<file path="src/rtl/sai_pkg.sv">
package sai_pkg;

  // Width of the parallel sample presented at the output.
  parameter int unsigned SAI_W = 24;

  typedef enum logic [2:0] {
    DF_MSB_FIRST = 3'd0,
    DF_MSB_LAST  = 3'd1,
    DF_TAIL16    = 3'd2,
    DF_TAIL18    = 3'd3,
    DF_TAIL20    = 3'd4
  } dfmt_e;

  // Configuration byte; field order is fixed by the register layout.
  typedef struct packed {
    logic       spare;
    logic [2:0] dcode;
    logic [1:0] fscode;
    logic       leader;
    logic       rise_cap;
  } cfg_t;

  // Unassigned codes fall back to MSB-first.
  function automatic dfmt_e decode_dfmt(input logic [2:0] code);
    case (code)
      3'd1:    return DF_MSB_LAST;
      3'd2:    return DF_TAIL16;
      3'd3:    return DF_TAIL18;
      3'd4:    return DF_TAIL20;
      default: return DF_MSB_FIRST;
    endcase
  endfunction

  // Word start test on two consecutive captured frame-sync values.
  function automatic logic is_boundary(input logic [1:0] fscode,
                                       input logic fs_now, input logic fs_prev);
    case (fscode)
      2'd0:    return fs_now & ~fs_prev;
      2'd1:    return ~fs_now & fs_prev;
      default: return fs_now ^ fs_prev;
    endcase
  endfunction

  // Tag of a word that starts now: level-coded or alternating.
  function automatic logic next_tag(input logic [1:0] fscode, input logic fs_now,
                                    input logic open, input logic prev_tag);
    if (fscode[1]) return fscode[0] ? fs_now : ~fs_now;
    return open ? ~prev_tag : 1'b0;
  endfunction

  // Last n received bits moved to the top of the sample.
  function automatic logic [SAI_W-1:0] keep_tail(input logic [SAI_W-1:0] tail,
                                                 input int unsigned n);
    return tail << (SAI_W - n);
  endfunction

  function automatic logic [SAI_W-1:0] form_sample(input dfmt_e f,
                                                   input logic [SAI_W-1:0] head,
                                                   input logic [SAI_W-1:0] tail);
    case (f)
      DF_MSB_LAST: return tail;
      DF_TAIL16:   return keep_tail(tail, 16);
      DF_TAIL18:   return keep_tail(tail, 18);
      DF_TAIL20:   return keep_tail(tail, 20);
      default:     return head;
    endcase
  endfunction

endpackage

</file>
<file path="src/rtl/sai_pin_edge.sv">
// Samples the serial pins in the system clock domain and finds the
// capturing and launching bit-clock edges.
module sai_pin_edge (
  input  logic clk,
  input  logic rst_n,
  input  logic leader,
  input  logic rise_cap,
  input  logic sck_gen,
  input  logic fs_gen,
  input  logic sck_pin,
  input  logic fs_pin,
  input  logic sd_pin,
  output logic cap_evt,
  output logic launch_evt,
  output logic fs_s,
  output logic sd_s
);

  logic sck_q, fs_q, sd_q, sck_prev, sck_int, rise, fall;

  always_ff @(posedge clk or negedge rst_n) begin
    if (!rst_n) begin
      sck_q    <= 1'b0;
      fs_q     <= 1'b0;
      sd_q     <= 1'b0;
      sck_prev <= 1'b0;
    end else begin
      sck_q    <= sck_pin;
      fs_q     <= fs_pin;
      sd_q     <= sd_pin;
      sck_prev <= sck_int;
    end
  end

  assign sck_int    = leader ? sck_gen : sck_q;
  assign fs_s       = leader ? fs_gen : fs_q;
  assign sd_s       = sd_q;
  assign rise       = sck_int & ~sck_prev;
  assign fall       = ~sck_int & sck_prev;
  assign cap_evt    = rise_cap ? rise : fall;
  assign launch_evt = rise_cap ? fall : rise;

endmodule

</file>
<file path="src/rtl/sai_clk_gen.sv">
// Leader-mode timing: bit clock at half the system clock, frame sync
// from a bit counter advanced on launching edges.
// BITS_PER_SAMPLE must be a power of two.
module sai_clk_gen #(
  parameter int unsigned BITS_PER_SAMPLE = 32
) (
  input  logic       clk,
  input  logic       rst_n,
  input  logic [1:0] fscode,
  input  logic       launch_evt,
  output logic       sck_gen,
  output logic       fs_gen
);

  localparam int unsigned CNT_W = $clog2(2 * BITS_PER_SAMPLE);

  logic [CNT_W-1:0] cnt;
  logic             phase;

  always_ff @(posedge clk or negedge rst_n) begin
    if (!rst_n) begin
      sck_gen <= 1'b0;
      cnt     <= '0;
    end else begin
      sck_gen <= ~sck_gen;
      if (launch_evt) cnt <= cnt + 1'b1;
    end
  end

  // Square wave per sample for delineating codes, half-frame level otherwise.
  assign phase  = fscode[1] ? cnt[CNT_W-1] : cnt[CNT_W-2];
  assign fs_gen = phase ^ ~fscode[0];

endmodule

</file>
<file path="src/rtl/sai_capture.sv">
// Word assembly and the holding register.
module sai_capture import sai_pkg::*; #(
  parameter int unsigned BCNT_W = 7
) (
  input  logic              clk,
  input  logic              rst_n,
  input  logic              cap_evt,
  input  logic              fs_s,
  input  logic              sd_s,
  input  logic [2:0]        dcode,
  input  logic [1:0]        fscode,
  output logic [SAI_W-1:0]  sample_o,
  output logic              valid_o,
  output logic              right_o,
  output logic              boundary_evt,
  output logic              word_open,
  output logic [BCNT_W-1:0] bitcnt
);

  localparam logic [BCNT_W-1:0] BCNT_MAX = '1;

  logic             primed, fs_last, tag;
  logic [SAI_W-1:0] head, tail, head_next;
  dfmt_e            dfmt;

  assign dfmt         = decode_dfmt(dcode);
  assign boundary_evt = cap_evt & primed & is_boundary(fscode, fs_last ? fs_s : fs_s, fs_last);

  // Head holds the first SAI_W bits of the word at their MSB-first places.
  always_comb begin
    head_next = head;
    if (int'(bitcnt) < SAI_W)
      head_next = head | ({{(SAI_W-1){1'b0}}, sd_s} << (SAI_W - 1 - int'(bitcnt)));
  end

  always_ff @(posedge clk or negedge rst_n) begin
    if (!rst_n) begin
      primed    <= 1'b0;
      fs_last   <= 1'b0;
      tag       <= 1'b0;
      head      <= '0;
      tail      <= '0;
      bitcnt    <= '0;
      word_open <= 1'b0;
      sample_o  <= '0;
      valid_o   <= 1'b0;
      right_o   <= 1'b0;
    end else begin
      valid_o <= 1'b0;
      if (cap_evt) begin
        primed  <= 1'b1;
        fs_last <= fs_s;
        if (boundary_evt) begin
          if (word_open) begin
            sample_o <= form_sample(dfmt, head, tail);
            right_o  <= tag;
            valid_o  <= 1'b1;
          end
          tag       <= next_tag(fscode, fs_s, word_open, tag);
          word_open <= 1'b1;
          head      <= {sd_s, {(SAI_W-1){1'b0}}};
          tail      <= {{(SAI_W-1){1'b0}}, sd_s};
          bitcnt    <= BCNT_W'(1);
        end else begin
          head <= head_next;
          tail <= {tail[SAI_W-2:0], sd_s};
          if (bitcnt != BCNT_MAX) bitcnt <= bitcnt + 1'b1;
        end
      end
    end
  end

endmodule

</file>
<file path="src/rtl/sai_rx_port.sv">
module sai_rx_port import sai_pkg::*; #(
  parameter int unsigned BITS_PER_SAMPLE = 32
) (
  input  logic             clk,
  input  logic             rst_n,
  input  logic [7:0]       cfg_i,
  input  logic             sck_i,
  input  logic             fs_i,
  input  logic             sd_i,
  output logic             sck_o,
  output logic             fs_o,
  output logic             drive_o,
  output logic [SAI_W-1:0] sample_o,
  output logic             valid_o,
  output logic             right_o
);

  localparam int unsigned BCNT_W = $clog2(2 * BITS_PER_SAMPLE) + 1;

  cfg_t              cfg;
  logic              sck_gen, fs_gen, cap_evt, launch_evt, fs_s, sd_s;
  logic              boundary_evt, word_open;
  logic [BCNT_W-1:0] bitcnt;

  assign cfg = cfg_t'(cfg_i);

  sai_clk_gen #(.BITS_PER_SAMPLE(BITS_PER_SAMPLE)) gen_i (
    .clk(clk), .rst_n(rst_n), .fscode(cfg.fscode), .launch_evt(launch_evt),
    .sck_gen(sck_gen), .fs_gen(fs_gen)
  );

  sai_pin_edge pins_i (
    .clk(clk), .rst_n(rst_n), .leader(cfg.leader), .rise_cap(cfg.rise_cap),
    .sck_gen(sck_gen), .fs_gen(fs_gen), .sck_pin(sck_i), .fs_pin(fs_i), .sd_pin(sd_i),
    .cap_evt(cap_evt), .launch_evt(launch_evt), .fs_s(fs_s), .sd_s(sd_s)
  );

  sai_capture #(.BCNT_W(BCNT_W)) cap_i (
    .clk(clk), .rst_n(rst_n), .cap_evt(cap_evt), .fs_s(fs_s), .sd_s(sd_s),
    .dcode(cfg.dcode), .fscode(cfg.fscode),
    .sample_o(sample_o), .valid_o(valid_o), .right_o(right_o),
    .boundary_evt(boundary_evt), .word_open(word_open), .bitcnt(bitcnt)
  );

  assign sck_o   = cfg.leader & sck_gen;
  assign fs_o    = cfg.leader & fs_gen;
  assign drive_o = cfg.leader;

endmodule

</file>
<file path="config.mk">
export PLATFORM = sky130hd
export DESIGN_NAME = sai_rx_port
export DESIGN_NICKNAME = d
export VERILOG_FILES = /design/src/rtl/sai_pkg.sv /design/src/rtl/sai_pin_edge.sv /design/src/rtl/sai_clk_gen.sv /design/src/rtl/sai_capture.sv /design/src/rtl/sai_rx_port.sv
export SDC_FILE = /design/constraint.sdc
export NUM_CORES = 1
export LEC_CHECK = 0
export BUFFER_PORTS_ARGS = -buffer_cell sky130_fd_sc_hd__buf_2
export CAP_MARGIN = 30
export CELL_PAD_IN_SITES_DETAIL_PLACEMENT = 1
export CELL_PAD_IN_SITES_GLOBAL_PLACEMENT = 2
export CORE_MARGIN = 5
export CORE_UTILIZATION = 39
export DETAILED_ROUTE_END_ITERATION = 10
export PLACE_DENSITY = 0.88
export SLEW_MARGIN = 20
export SYNTH_ARGS = -nofsm -noshare
export SYNTH_HDL_FRONTEND = slang
export SYNTH_SLANG_ARGS = --single-unit
</file>
<file path="constraint.sdc">
create_clock -name clk -period 2.9 [get_ports clk]
set_input_delay 0.145 -clock clk [delete_from_list [all_inputs] [get_ports clk]]
set_output_delay 0.145 -clock clk [all_outputs]
set_load 0.02 [all_outputs]
</file>
==> results of run 1 <==
## routing by layer
layer	wire length, um	part of all wire [%]
met5	0	0
met4	368	2.8
met3	664	5.0
met2	6290	48
met1	5850	44
## area by class of cell
| class | count | area (um2) | share of cell area (%) |
|---|---|---|---|
| Multi-Input combinational cell | 328 | 2230 | 40.1 |
| Clock buffer | 11 | 243 | 4.37 |
| Timing Repair Buffer | 59 | 380 | 6.85 |
| Inverter | 9 | 33.8 | 0.609 |
| Tap cell | 168 | 210 | 3.79 |
| Clock inverter | 5 | 56.3 | 1.01 |
| Sequential cell | 96 | 2400 | 43.3 |
## what timing repair did
action | CTS | global route
endpoints found under the hold margin | 99 | 0
gates resized for setup | 0 | 1
endpoints found under the setup margin | 0 | 13
hold buffers | 4 | 0
## sequential cells by signal, indices dropped and copies added (netlist names), 6 cells and up
signal and cells:
cap_i.head 24, cap_i.sample_o 24, cap_i.tail 24, cap_i.bitcnt 7
gen_i.cnt 6
## kinds of logic (layout without fill, tap and decap cells)
logic type	after synthesis	in the layout	share of synthesized area, %
AOI/OAI and AO/OA	177	177	27.2
xor gates and xnor gates	10	10	1.82
adders and majority gates	6	6	1.56
buffers and inverters	48	84	4.01
DFF	96	96	49.9
muxes	15	15	3.62
and+or+nand+nor	120	120	11.9
## worst max path at each step
stage | end | depth (start not counted)
after floorplan | cap_i.bitcnt[3]$_DFFE_PN0P_ | 11
after global placement | cap_i.head[20]$_DFFE_PN0P_ | 12
after detailed placement | cap_i.head[22]$_DFFE_PN0P_ | 12
after CTS | cap_i.head[22]$_DFFE_PN0P_ | 11
after global routing | cap_i.head[14]$_DFFE_PN0P_ | 11
final | cap_i.bitcnt[3]$_DFFE_PN0P_ | 11
## Yosys cell counts, types with 3 or more instances
cell	count	share of area, %
a32oi_1	4	0.73
nand2b_1	8	1.0
a221oi_1	31	5.6
o31ai_1	6	0.94
clkbuf_1	29	2.3
a22o_1	40	7.3
buf_2	7	0.73
mux2i_1	5	1.0
inv_1	9	0.70
mux2_4	3	0.94
ha_1	6	1.6
xor2_1	4	0.73
nor2b_1	8	1.0
nand4_1	5	0.65
nand3_1	6	0.62
nand2_1	64	5.0
mux2_2	7	1.6
xnor2_1	6	1.1
nor2_1	12	0.94
o21ai_0	41	4.3
a21oi_1	20	2.1
a222oi_1	4	0.83
dfrtp_1	96	50
a22oi_1	16	2.5
## worst max-delay path, stage by stage (launching register included)
cell and delay (ns):
dfrtp_1 0.41, mux2i_1 0.17, xnor2_1 0.14, nor2_1 0.07
a21oi_1 0.22, inv_1 0.07, ha_1 0.18, mux2_2 0.29
o211ai_2 0.39, nor2_2 0.08, or4_1 0.50, nand2_1 0.07
## layout by cell type (no fill, tap or decap), drive strengths merged, types with 3 or more instances in the layout
| cell type | n |
|---|---|
| dfrtp | 96 |
| nand2 | 64 |
| buf | 55 |
| o21ai | 43 |
| a22o | 40 |
| a221oi | 31 |
| a21oi | 21 |
| a22oi | 16 |
| nor2 | 13 |
| clkbuf | 11 |
| mux2 | 10 |
| inv | 9 |
| nand2b | 8 |
| nor2b | 8 |
| xnor2 | 6 |
| o31ai | 6 |
| ha | 6 |
| nand3 | 6 |
| nand4 | 6 |
| mux2i | 5 |
| xor2 | 4 |
| a222oi | 4 |
| a32oi | 4 |
| dlygate4sd3 | 4 |
| clkinv | 3 |
## through the flow
step | utilization (%) | hold WS (ns) | instances | cell area [um2] | total power, W
2_1_floorplan | - | -0.151 | 472 | 4810 | 0.00244
3_3_place_gp | 43.1 | 0.236 | 655 | 5200 | 0.00278
3_5_place_dp | 43.2 | 0.244 | 656 | 5210 | 0.00283
4_1_cts | 46.0 | 0.162 | 676 | 5550 | 0.00406
5_1_grt | 46.0 | 0.186 | 676 | 5550 | 0.00425
6_report | 46.0 | 0.174 | 676 | 5550 | 0.00402
## power by group
| part | total, W | switching, W | internal (W) |
|---|---|---|---|
| clock | 0.00121 | 0.000523 | 0.000691 |
| combinational | 0.000989 | 0.000602 | 0.000386 |
| sequential | 0.00182 | 0.000253 | 0.00156 |
==> results.tsv, run 1 <==
stage	metric	value	unit
yosys	Async SR Flop Fraction	100	%
yosys	number of synthesized flops with an enable pin	0	
critical_path	Worst R2R Path Depth	11	
timing	Final Setup Violations	0	
final_layout	area grow syn2layout	15.4	%
critical_path	Crit path required time	3.19	ns
grt	antenna violations before repair	0	
routing	Vias	4020	
critical_path	critical path class	reg -> reg	
grt	first-pass GRT wire length	21.4	mm
clock_network	clock buffer count from CTS	9	
clock_network	Clock Sinks	96	
critical_path	R2R Path Start	gen_i.cnt[4]$_DFFE_PN0P_	
critical_path	reg2reg end	cap_i.bitcnt[3]$_DFFE_PN0P_	
final_layout	Antenna diodes	0	
grt	largest net degree at the start of global routing	97	
grt	number of global-route vias before repair	4012	
routing	Routed WL	13.2	mm
timing	Final Max Slew Viols	0	
min_path	HP Start	cfg_i[1]	
min_path	WHS Endpoint	pins_i.sck_prev$_DFF_PN0_	
yosys	Avg Inst Size Synth	10.2	um2
clock_network	clock tree from TritonCTS	done	
routing	Wirelength per Cell	19.5	um
routing	Initial DRC Count	334	
clock_network	clock tree buffer depth	2	
yosys	Yosys cell types	52	
placement	dpl ws	0.162	ns
power	PD cells	724	nW/um2
floorplanning	Die X	121	um
status	status	finished, final reports clean	
critical_path	data arrival time of the worst path	2.94	ns
timing	setup TNS	0	ns
grt	GRT Util Overall	18.6	%
floorplanning	die area	14700	um2
placement	gp weighted congestion	0.826	
grt	met3 usage	3.12	%
grt	met1 Use GR	24.8	%
clock_network	H-tree levels	3	
timing	RSZ-0062 raised after global routing	no	
floorplanning	Initial Utilization	39.9	%
routing	DR DRC count	0	
clock_network	Clk Latency, worst-skew pair	0.35	ns
placement	I/O Buffers	40	
clock_network	Root Driver	clkbuf_16	
yosys	Synthesis Warnings	0	
timing	min Tclk post-route	2.65	ns
timing	Final Hold Fails	0	
critical_path	Max Fanout on Critical Path	7	
yosys	synthesized flop and latch total	96	
routing	DRT Pass-1 Iters	6	
routing	post-route ant nets	0	
timing	fmax	377	MHz
yosys	post-synthesis cell area	4810	um2
yosys	Post-Syn Instances	472	
min_path	WHS Path Cells	2	
routing	vias per cell	5.95	
timing	Worst Clk Skew	0.00781	ns
min_path	Hold Path Class	in -> reg	
floorplanning	total I/O pin count	42	
yosys	Mapped Nets	491	
timing	Final WS setup	0.251	ns
clock_network	CTS clk-pin slew, worst paths	0.07	ns
final_layout	share of layout cells above drive strength 1	17.9	%
final_layout	Final Net Count	522	
yosys	ys flop type	dfrtp_1	
floorplanning	row cnt	40	
final_layout	Filler cells	1358	
grt	busiest grt layer	met2	
grt	met2 Use GR	29.8	%
run	MaxCap Viol Count	0	
floorplanning	Die Y-Extent	121	um
floorplanning	core area	12100	um2
clock_network	# Post-CTS Setup Buffers	0	
grt	GR Overflow Total	0	
critical_path	crit start category	flop	
critical_path	Critical Path End Type	flop	
power	P_leak	2.47	nW
critical_path	crit path launch	gen_i.cnt[4]$_DFFE_PN0P_	
timing	Slew HR	49.8	%
yosys	sequential area share after synthesis	49.9	%
power	maximum vdd ir drop	0.000384	V
timing	period utilisation layout	91.3	%
placement	DP HPWL	8.97	mm
critical_path	FF-to-FF setup slack	0.25	ns
timing	slew of the pin with the lowest slew margin	0.749	ns
Power figures use the tool's default switching activity.
==> run 2, diff against run 1 <==
--- a/config.mk
+++ b/config.mk
@@ -13,6 +13,7 @@
 export CORE_UTILIZATION = 39
 export DETAILED_ROUTE_END_ITERATION = 10
 export PLACE_DENSITY = 0.88
+export RECOVER_POWER = 50
 export SLEW_MARGIN = 20
 export SYNTH_ARGS = -nofsm -noshare
 export SYNTH_HDL_FRONTEND = slang
==> run 2 against run 1 <==
Largest power group unchanged. Via count is 1.1% lower. Global-route usage unchanged. First-iteration DRC count increased by 10%. Hold slack improved by 0.036 ns. Die area unchanged. Final area is 0.50% lower. Highest routed layer unchanged. Routed wire length increased by 0.30%. Register-to-register slack about the same. Setup slack worse by 0.012 ns.
==> results.tsv, run 2 (synthesis results as in run 1) <==
stage	metric	value	unit	change
timing	Slew HR	12.7	%	-37 points
routing	met1 wire length	5.81	mm	-0.80%
placement	dpl ws	0.162	ns	unchanged
routing	routed wl met3	774	um	+17%
routing	top layer in use	met4		
power	PD cells	727	nW/um2	+0.40%
routing	DRT Pass-1 Iters	5		-1
grt	GRT Util Overall	18.6	%	unchanged
final_layout	Antenna diodes	0		unchanged
routing	Initial DRC Count	369		+10%
placement	gp weighted congestion	0.826		unchanged
status	status	finished, final reports clean		
critical_path	Max Fanout on Critical Path	7		unchanged
clock_network	Clk Latency, worst-skew pair	0.35	ns	about the same
run	MaxCap Viol Count	0		unchanged
routing	Wirelength per Cell	19.5	um	+0.30%
power	P_leak	2.42	nW	-1.8%
critical_path	Crit path required time	3.19	ns	about the same
final_layout	commonest non-fill, non-tap cells in the layout	96 x dfrtp_1, 63 x nand2_1, 41 x o21ai_0		
floorplanning	total I/O pin count	42		unchanged
clock_network	# Post-CTS Setup Buffers	0		unchanged
final_layout	area grow syn2layout	14.8	%	
timing	Final Max Slew Viols	0		unchanged
final_layout	Final Net Count	522		unchanged
final_layout	Filler cells	1359		+0.074%
floorplanning	Die Y-Extent	121	um	unchanged
floorplanning	Die X	121	um	unchanged
timing	Final Hold Fails	0		unchanged
routing	met2 WL	6.29	mm	unchanged
floorplanning	Initial Utilization	39.9	%	unchanged
power	net switching power	0.00138	W	+0.34%
floorplanning	die area	14700	um2	unchanged
critical_path	crit-path max cell delay	0.50	ns	about the same
timing	RSZ-0062 raised after global routing	no		
timing	Worst Clk Skew	0.00705	ns	-0.000762 ns
routing	vias per cell	5.88		-1.1%
timing	hold_ws	0.210	ns	+0.0356 ns
routing	post-route ant nets	0		unchanged
routing	Routed WL	13.2	mm	+0.30%
clock_network	Clock Sinks	96		unchanged
critical_path	FF-to-FF setup slack	0.24	ns	about the same
placement	I/O Buffers	40		unchanged
power	maximum vdd ir drop	0.000385	V	+0.22%
placement	DP HPWL	8.97	mm	unchanged
final_layout	share of layout cells above drive strength 1	15.9	%	-2.0 points
clock_network	H-tree levels	3		unchanged
timing	Final Setup Violations	0		unchanged
critical_path	critical-path cell list	mux2i_1 -> xnor2_1 -> nor2_1 -> a21oi_1 -> inv_1 -> ha_1 -> mux2_2 -> o211ai_2 -> nor2_2 -> or4_1 -> nand2_1		
critical_path	critical path class	reg -> reg		
timing	period utilisation layout	91.7	%	+0.40 points
grt	antenna violations before repair	0		unchanged
routing	DR DRC count	0		unchanged
timing	slew of the pin with the lowest slew margin	1.31	ns	+0.561 ns
timing	min Tclk post-route	2.66	ns	+0.0115 ns
final_layout	Largest regs	cap_i.head x24, cap_i.sample_o x24, cap_i.tail x24		
clock_network	Root Driver	clkbuf_16		
grt	largest net degree at the start of global routing	97		unchanged
critical_path	Critical Path End Type	flop		
critical_path	crit start category	flop		
routing	Vias	3975		-1.1%
grt	first-pass GRT wire length	21.4	mm	unchanged
min_path	Hold Path Class	in -> reg		
power	Seq pwr share	45.3	%	about the same
clock_network	clock tree buffer depth	2		unchanged
timing	setup TNS	0	ns	unchanged
power	logic gate share of total power	24.4	%	-0.2 points
timing	Final WS setup	0.239	ns	-0.0115 ns
clock_network	clock tree from TritonCTS	done		
power	internal power	0.00263	W	-0.33%
floorplanning	row cnt	40		unchanged
clock_network	CTS clk-pin slew, worst paths	0.07	ns	about the same
timing	fmax	376	MHz	-0.43%
final_layout	commonest non-fill, non-tap cell in the layout	dfrtp_1		
power	Clock power frac	30.3	%	about the same
grt	GR Overflow Total	0		unchanged
grt	number of global-route vias before repair	4012		unchanged
floorplanning	core area	12100	um2	unchanged
clock_network	clock buffer count from CTS	9		unchanged
critical_path	critical path's slowest cell	or4_1		
power	switching share of power	34.4	%	+0.15 points
critical_path	data arrival time of the worst path	2.95	ns	about the same
## run 2: cell types whose count changed in the layout (fill, tap and decap cells not counted)
cell and delta:
buf_4 -1, mux2_4 -1, buf_2 -9, mux2_1 +1
clkbuf_4 +2, clkbuf_1 +9, buf_12 -1
## run 2: power by group through the flow
stage,sequential [W],clock (W),combinational [W]
final,0.00182,0.00122,0.000980
after global routing,0.00185,0.00129,0.00109
after CTS,0.00182,0.00124,0.00100
after detailed placement,0.00184,0,0.000992
after global placement,0.00182,0,0.000953
after floorplan,0.00186,0,0.000581
## run 2: per-stage QoR
stage | power, W | cells | utilization [%] | area, um2
4_1_cts | 0.00406 | 676 | 46.0 | 5550
3_5_place_dp | 0.00283 | 656 | 43.2 | 5210
5_1_grt | 0.00424 | 676 | 45.8 | 5520
2_1_floorplan | 0.00244 | 472 | - | 4810
6_report | 0.00402 | 676 | 45.8 | 5520
3_3_place_gp | 0.00278 | 655 | 43.1 | 5200
## run 2: repair_timing
| item | 4_1_cts | 5_1_grt |
|---|---|---|
| endpoints found under the hold margin | 99 | 0 |
| hold buffers | 4 | 0 |
| resized for setup | 0 | 1 |
| setup endpoints to repair | 0 | 13 |
## run 2: layout make-up
cell class                      instances  area, um2  area share [%]
Sequential cell                        96       2400            43.5
Multi-Input combinational cell        328       2220            40.2
Timing Repair Buffer                   59        357            6.46
Clock buffer                           11        243            4.39
Tap cell                              168        210            3.81
Clock inverter                          5       56.3            1.02
Inverter                                9       33.8           0.612
## run 2: path summary, 6_finish.rpt
path | from | end | cells after the start
max in group asynchronous | rst_n | cap_i.sample_o[1]$_DFFE_PN0P_ | 3
worst max-delay path | gen_i.cnt[4]$_DFFE_PN0P_ | cap_i.bitcnt[3]$_DFFE_PN0P_ | 11
worst max register to register | gen_i.cnt[4]$_DFFE_PN0P_ | cap_i.bitcnt[3]$_DFFE_PN0P_ | 11
worst min-delay path | cfg_i[3] | cap_i.tag$_DFFE_PN0P_ | 3
worst min register to register | gen_i.sck_gen$_DFF_PN0_ | gen_i.sck_gen$_DFF_PN0_ | 1
min in group asynchronous | rst_n | cap_i.tail[15]$_DFFE_PN0P_ | 3
## run 2: routing by layer
| metal | global-route usage (%) | up-vias |
|---|---|---|
| met5 | 0 | - |
| met4 | 8.29 | 0 |
| met3 | 3.12 | 24 |
| met2 | 29.8 | 98 |
| met1 | 24.8 | 2011 |
| li1 | - | 1842 |
## run 2: worst max-delay path: cells and delay by family, from the launching register on
kind	cells	cell delay, ns
mux	2	0.46
xor+xnor	1	0.14
buf+inv	1	0.07
simple gates	4	0.72
flops	1	0.42
fa+ha+maj	1	0.18
compound gates	2	0.62
==> run 3, diff against run 2 <==
--- a/config.mk
+++ b/config.mk
@@ -5,14 +5,16 @@
 export SDC_FILE = /design/constraint.sdc
 export NUM_CORES = 1
 export LEC_CHECK = 0
+export ABC_CLOCK_PERIOD_IN_PS = 2400
 export BUFFER_PORTS_ARGS = -buffer_cell sky130_fd_sc_hd__buf_2
 export CAP_MARGIN = 30
 export CELL_PAD_IN_SITES_DETAIL_PLACEMENT = 1
 export CELL_PAD_IN_SITES_GLOBAL_PLACEMENT = 2
 export CORE_MARGIN = 5
-export CORE_UTILIZATION = 39
+export CORE_UTILIZATION = 35
 export DETAILED_ROUTE_END_ITERATION = 10
-export PLACE_DENSITY = 0.88
+export GPL_ROUTABILITY_DRIVEN = 0
+export PLACE_DENSITY = 0.84
 export RECOVER_POWER = 50
 export SLEW_MARGIN = 20
 export SYNTH_ARGS = -nofsm -noshare
==> constraint.sdc (replaced) <==
create_clock -name clk -period 2.4 [get_ports clk]
set_input_delay 0.12 -clock clk [delete_from_list [all_inputs] [get_ports clk]]
set_output_delay 0.12 -clock clk [all_outputs]
set_load 0.02 [all_outputs]
==> run 3 against run 2 <==
The flow now finishes with violations (setup timing). First-iteration DRC count down 4.9%. Fmax grew 10%. Routed wire length is 9.6% higher. Cell count rose by 4.7%. Hold slack gained 0.0061 ns. Via count rose by 5.1%. Register-to-register slack worse by 0.25 ns. Clock skew down 0.0036 ns. Utilization shrank 0.66 points. Final area up 9.1%. Critical path depth shrank 1. Power up 34%. Largest cell class is now multi-input gates. Highest routed layer unchanged.
==> results.tsv, run 3 (synthesis results as in run 1) <==
stage	metric	value	unit	change
status	status	complete, but fails checks		
status	failing checks	setup timing		
placement	I/O Buffers	40		unchanged
final_layout	Antenna diodes	0		unchanged
critical_path	Critical Path End Type	flop		
critical_path	R2R Path Start	gen_i.cnt[5]$_DFFE_PN0P_		
grt	largest net degree at the start of global routing	62		-36%
timing	Final Setup Violations	1		+1
routing	post-route ant nets	0		unchanged
critical_path	Worst R2R Path Depth	10		-1
power	internal power	0.00357	W	+36%
critical_path	FF-to-FF setup slack	-0.01	ns	-0.25 ns
final_layout	area grow syn2layout	25.2	%	
critical_path	Crit path required time	2.64	ns	-0.55 ns
timing	Slew HR	38.6	%	+26 points
timing	Worst Clk Skew	0.00345	ns	-0.00360 ns
timing	Final Max Slew Viols	0		unchanged
floorplanning	Die X	127	um	+5.1%
timing	min Tclk post-route	2.41	ns	-0.251 ns
power	switching share of power	33.5	%	-0.97 points
clock_network	Clock Sinks	96		unchanged
critical_path	reg2reg end	cap_i.right_o$_DFFE_PN0P_		
timing	slew of the pin with the lowest slew margin	0.921	ns	-0.389 ns
power	Seq pwr share	40.5	%	-4.8 points
timing	Final WS setup	-0.0101	ns	-0.249 ns
placement	placed insts	675		+2.9%
floorplanning	Initial Utilization	36.0	%	-3.8 points
clock_network	H-tree levels	3		unchanged
critical_path	crit start category	flop		
final_layout	commonest non-fill, non-tap cells in the layout	96 x dfrtp_1, 51 x nand2_1, 40 x a22o_1		
floorplanning	die area	16200	um2	+10%
power	PD cells	892	nW/um2	+23%
final_layout	commonest non-fill, non-tap cell in the layout	dfrtp_1		
floorplanning	row cnt	42		+5.0%
grt	first-pass GRT wire length	22.3	mm	+3.9%
clock_network	CTS clk-pin slew, worst paths	0.06	ns	about the same
grt	number of global-route vias before repair	4232		+5.5%
timing	RSZ-0062 raised after global routing	yes		
final_layout	share of layout cells above drive strength 1	22.2	%	+6.2 points
routing	Wirelength per Cell	20.5	um	+4.7%
timing	setup TNS	-0.0101	ns	-0.0101 ns
clock_network	clock tree buffer depth	2		unchanged
clock_network	Root Driver	clkbuf_16		
grt	GRT Util Overall	17.1	%	-1.6 points
min_path	WHS Endpoint	cap_i.sample_o[4]$_DFFE_PN0P_		
routing	Vias	4179		+5.1%
run	MaxCap Viol Count	0		unchanged
floorplanning	core area	13300	um2	+11%
routing	Initial DRC Count	351		-4.9%
critical_path	critical path class	reg -> reg		
routing	DRT Pass-1 Iters	7		+2
power	logic gate share of total power	28.7	%	+4.3 points
power	maximum vdd ir drop	0.000483	V	+25%
clock_network	Clk Latency, worst-skew pair	0.35	ns	about the same
floorplanning	total I/O pin count	42		unchanged
critical_path	data arrival time of the worst path	2.65	ns	-0.30 ns
timing	fmax	415	MHz	+10%
routing	vias per cell	5.90		+0.38%
final_layout	final non-filler cell total	708		+4.7%
clock_network	clock tree from TritonCTS	done		
final_layout	Final Net Count	546		+4.6%
min_path	HP Start	cfg_i[4]		
timing	Final Hold Fails	0		unchanged
min_path	WHS Path Cells	3		unchanged
floorplanning	Die Y-Extent	127	um	+5.1%
placement	DP HPWL	9.53	mm	+6.3%
timing	period utilisation layout	100	%	+8.7 points
power	P_leak	2.57	nW	+6.0%
grt	GR Overflow Total	0		unchanged
power	Clock power frac	30.8	%	+0.5 points
clock_network	clock buffer count from CTS	9		unchanged
routing	DR DRC count	0		unchanged
routing	Routed WL	14.5	mm	+9.6%
critical_path	Max Fanout on Critical Path	7		unchanged
min_path	Hold Path Class	in -> reg		
final_layout	Largest regs	cap_i.head x24, cap_i.sample_o x24, cap_i.tail x24		
grt	antenna violations before repair	0		unchanged
power	net switching power	0.00180	W	+30%
## run 3: power groups by stage
stage / logic, W / clock network, W / registers [W]
2_1_floorplan: 0.000726 / 0 / 0.00224
3_3_place_gp: 0.00130 / 0 / 0.00216
3_5_place_dp: 0.00134 / 0 / 0.00218
4_1_cts: 0.00138 / 0.00169 / 0.00215
5_1_grt: 0.00169 / 0.00178 / 0.00221
6_report: 0.00154 / 0.00166 / 0.00217
## run 3: final cells by class
type | instances | area (um2)
Sequential cell | 96 | 2400
Clock buffer | 11 | 243
Tap cell | 176 | 220
Timing Repair Buffer | 82 | 603
Multi-Input combinational cell | 329 | 2420
Clock inverter | 5 | 104
Fill cell | 1487 | 7320
Inverter | 9 | 33.8
## run 3: stage by stage
stage / setup slack, ns / hold slack, ns / total power [W] / utilization, % / cell area (um2)
6_report: -0.0101 / 0.216 / 0.00537 / 45.1 / 6020
5_1_grt: -0.157 / 0.203 / 0.00568 / 45.1 / 6020
4_1_cts: -0.00110 / 0.139 / 0.00523 / 43.1 / 5760
3_5_place_dp: -0.118 / 0.120 / 0.00353 / 40.0 / 5340
3_3_place_gp: 0.0115 / 0.103 / 0.00346 / 39.9 / 5330
2_1_floorplan: 0.0399 / -0.176 / 0.00297 / - / 4840
## run 3: worst max-delay path by stage
stage	startpoint	to	slack, ns	depth (start not counted)
after floorplan	gen_i.cnt[5]$_DFFE_PN0P_	cap_i.right_o$_DFFE_PN0P_	0.04	11
after global placement	gen_i.cnt[5]$_DFFE_PN0P_	cap_i.head[3]$_DFFE_PN0P_	0.01	11
after detailed placement	gen_i.cnt[5]$_DFFE_PN0P_	cap_i.head[20]$_DFFE_PN0P_	-0.12	11
after CTS	gen_i.cnt[5]$_DFFE_PN0P_	cap_i.bitcnt[3]$_DFFE_PN0P_	-0.001	11
after global routing	gen_i.cnt[5]$_DFFE_PN0P_	cap_i.head[15]$_DFFE_PN0P_	-0.16	11
final	gen_i.cnt[5]$_DFFE_PN0P_	cap_i.right_o$_DFFE_PN0P_	-0.01	10
## run 3: repair_timing
item,CTS,global route
buffers inserted,1,7
endpoints found under the hold margin,38,0
gates cloned,0,6
hold buffers,4,0
endpoints found under the setup margin,26,77
pin swaps,1,31
gates resized for setup,9,74
## run 3: layer usage
layer | vias to the layer above | wire (um) | global-route usage (%)
li1 | 1893 | - | -
met1 | 2136 | 6310 | 22.1
met3 | 26 | 667 | 4.01
met5 | - | 0 | 0
met4 | 0 | 293 | 5.24
met2 | 124 | 7220 | 28.5
## run 3: worst max-delay path, cell delays in order (launching register included)
cell     delay [ns]
dfrtp_1        0.38
mux2i_1        0.16
xnor2_1        0.16
nor2_2         0.08
a21oi_2        0.18
inv_2          0.07
ha_4           0.15
mux2_4         0.30
o211a_4        0.28
nand3_4        0.22
mux2_4         0.32
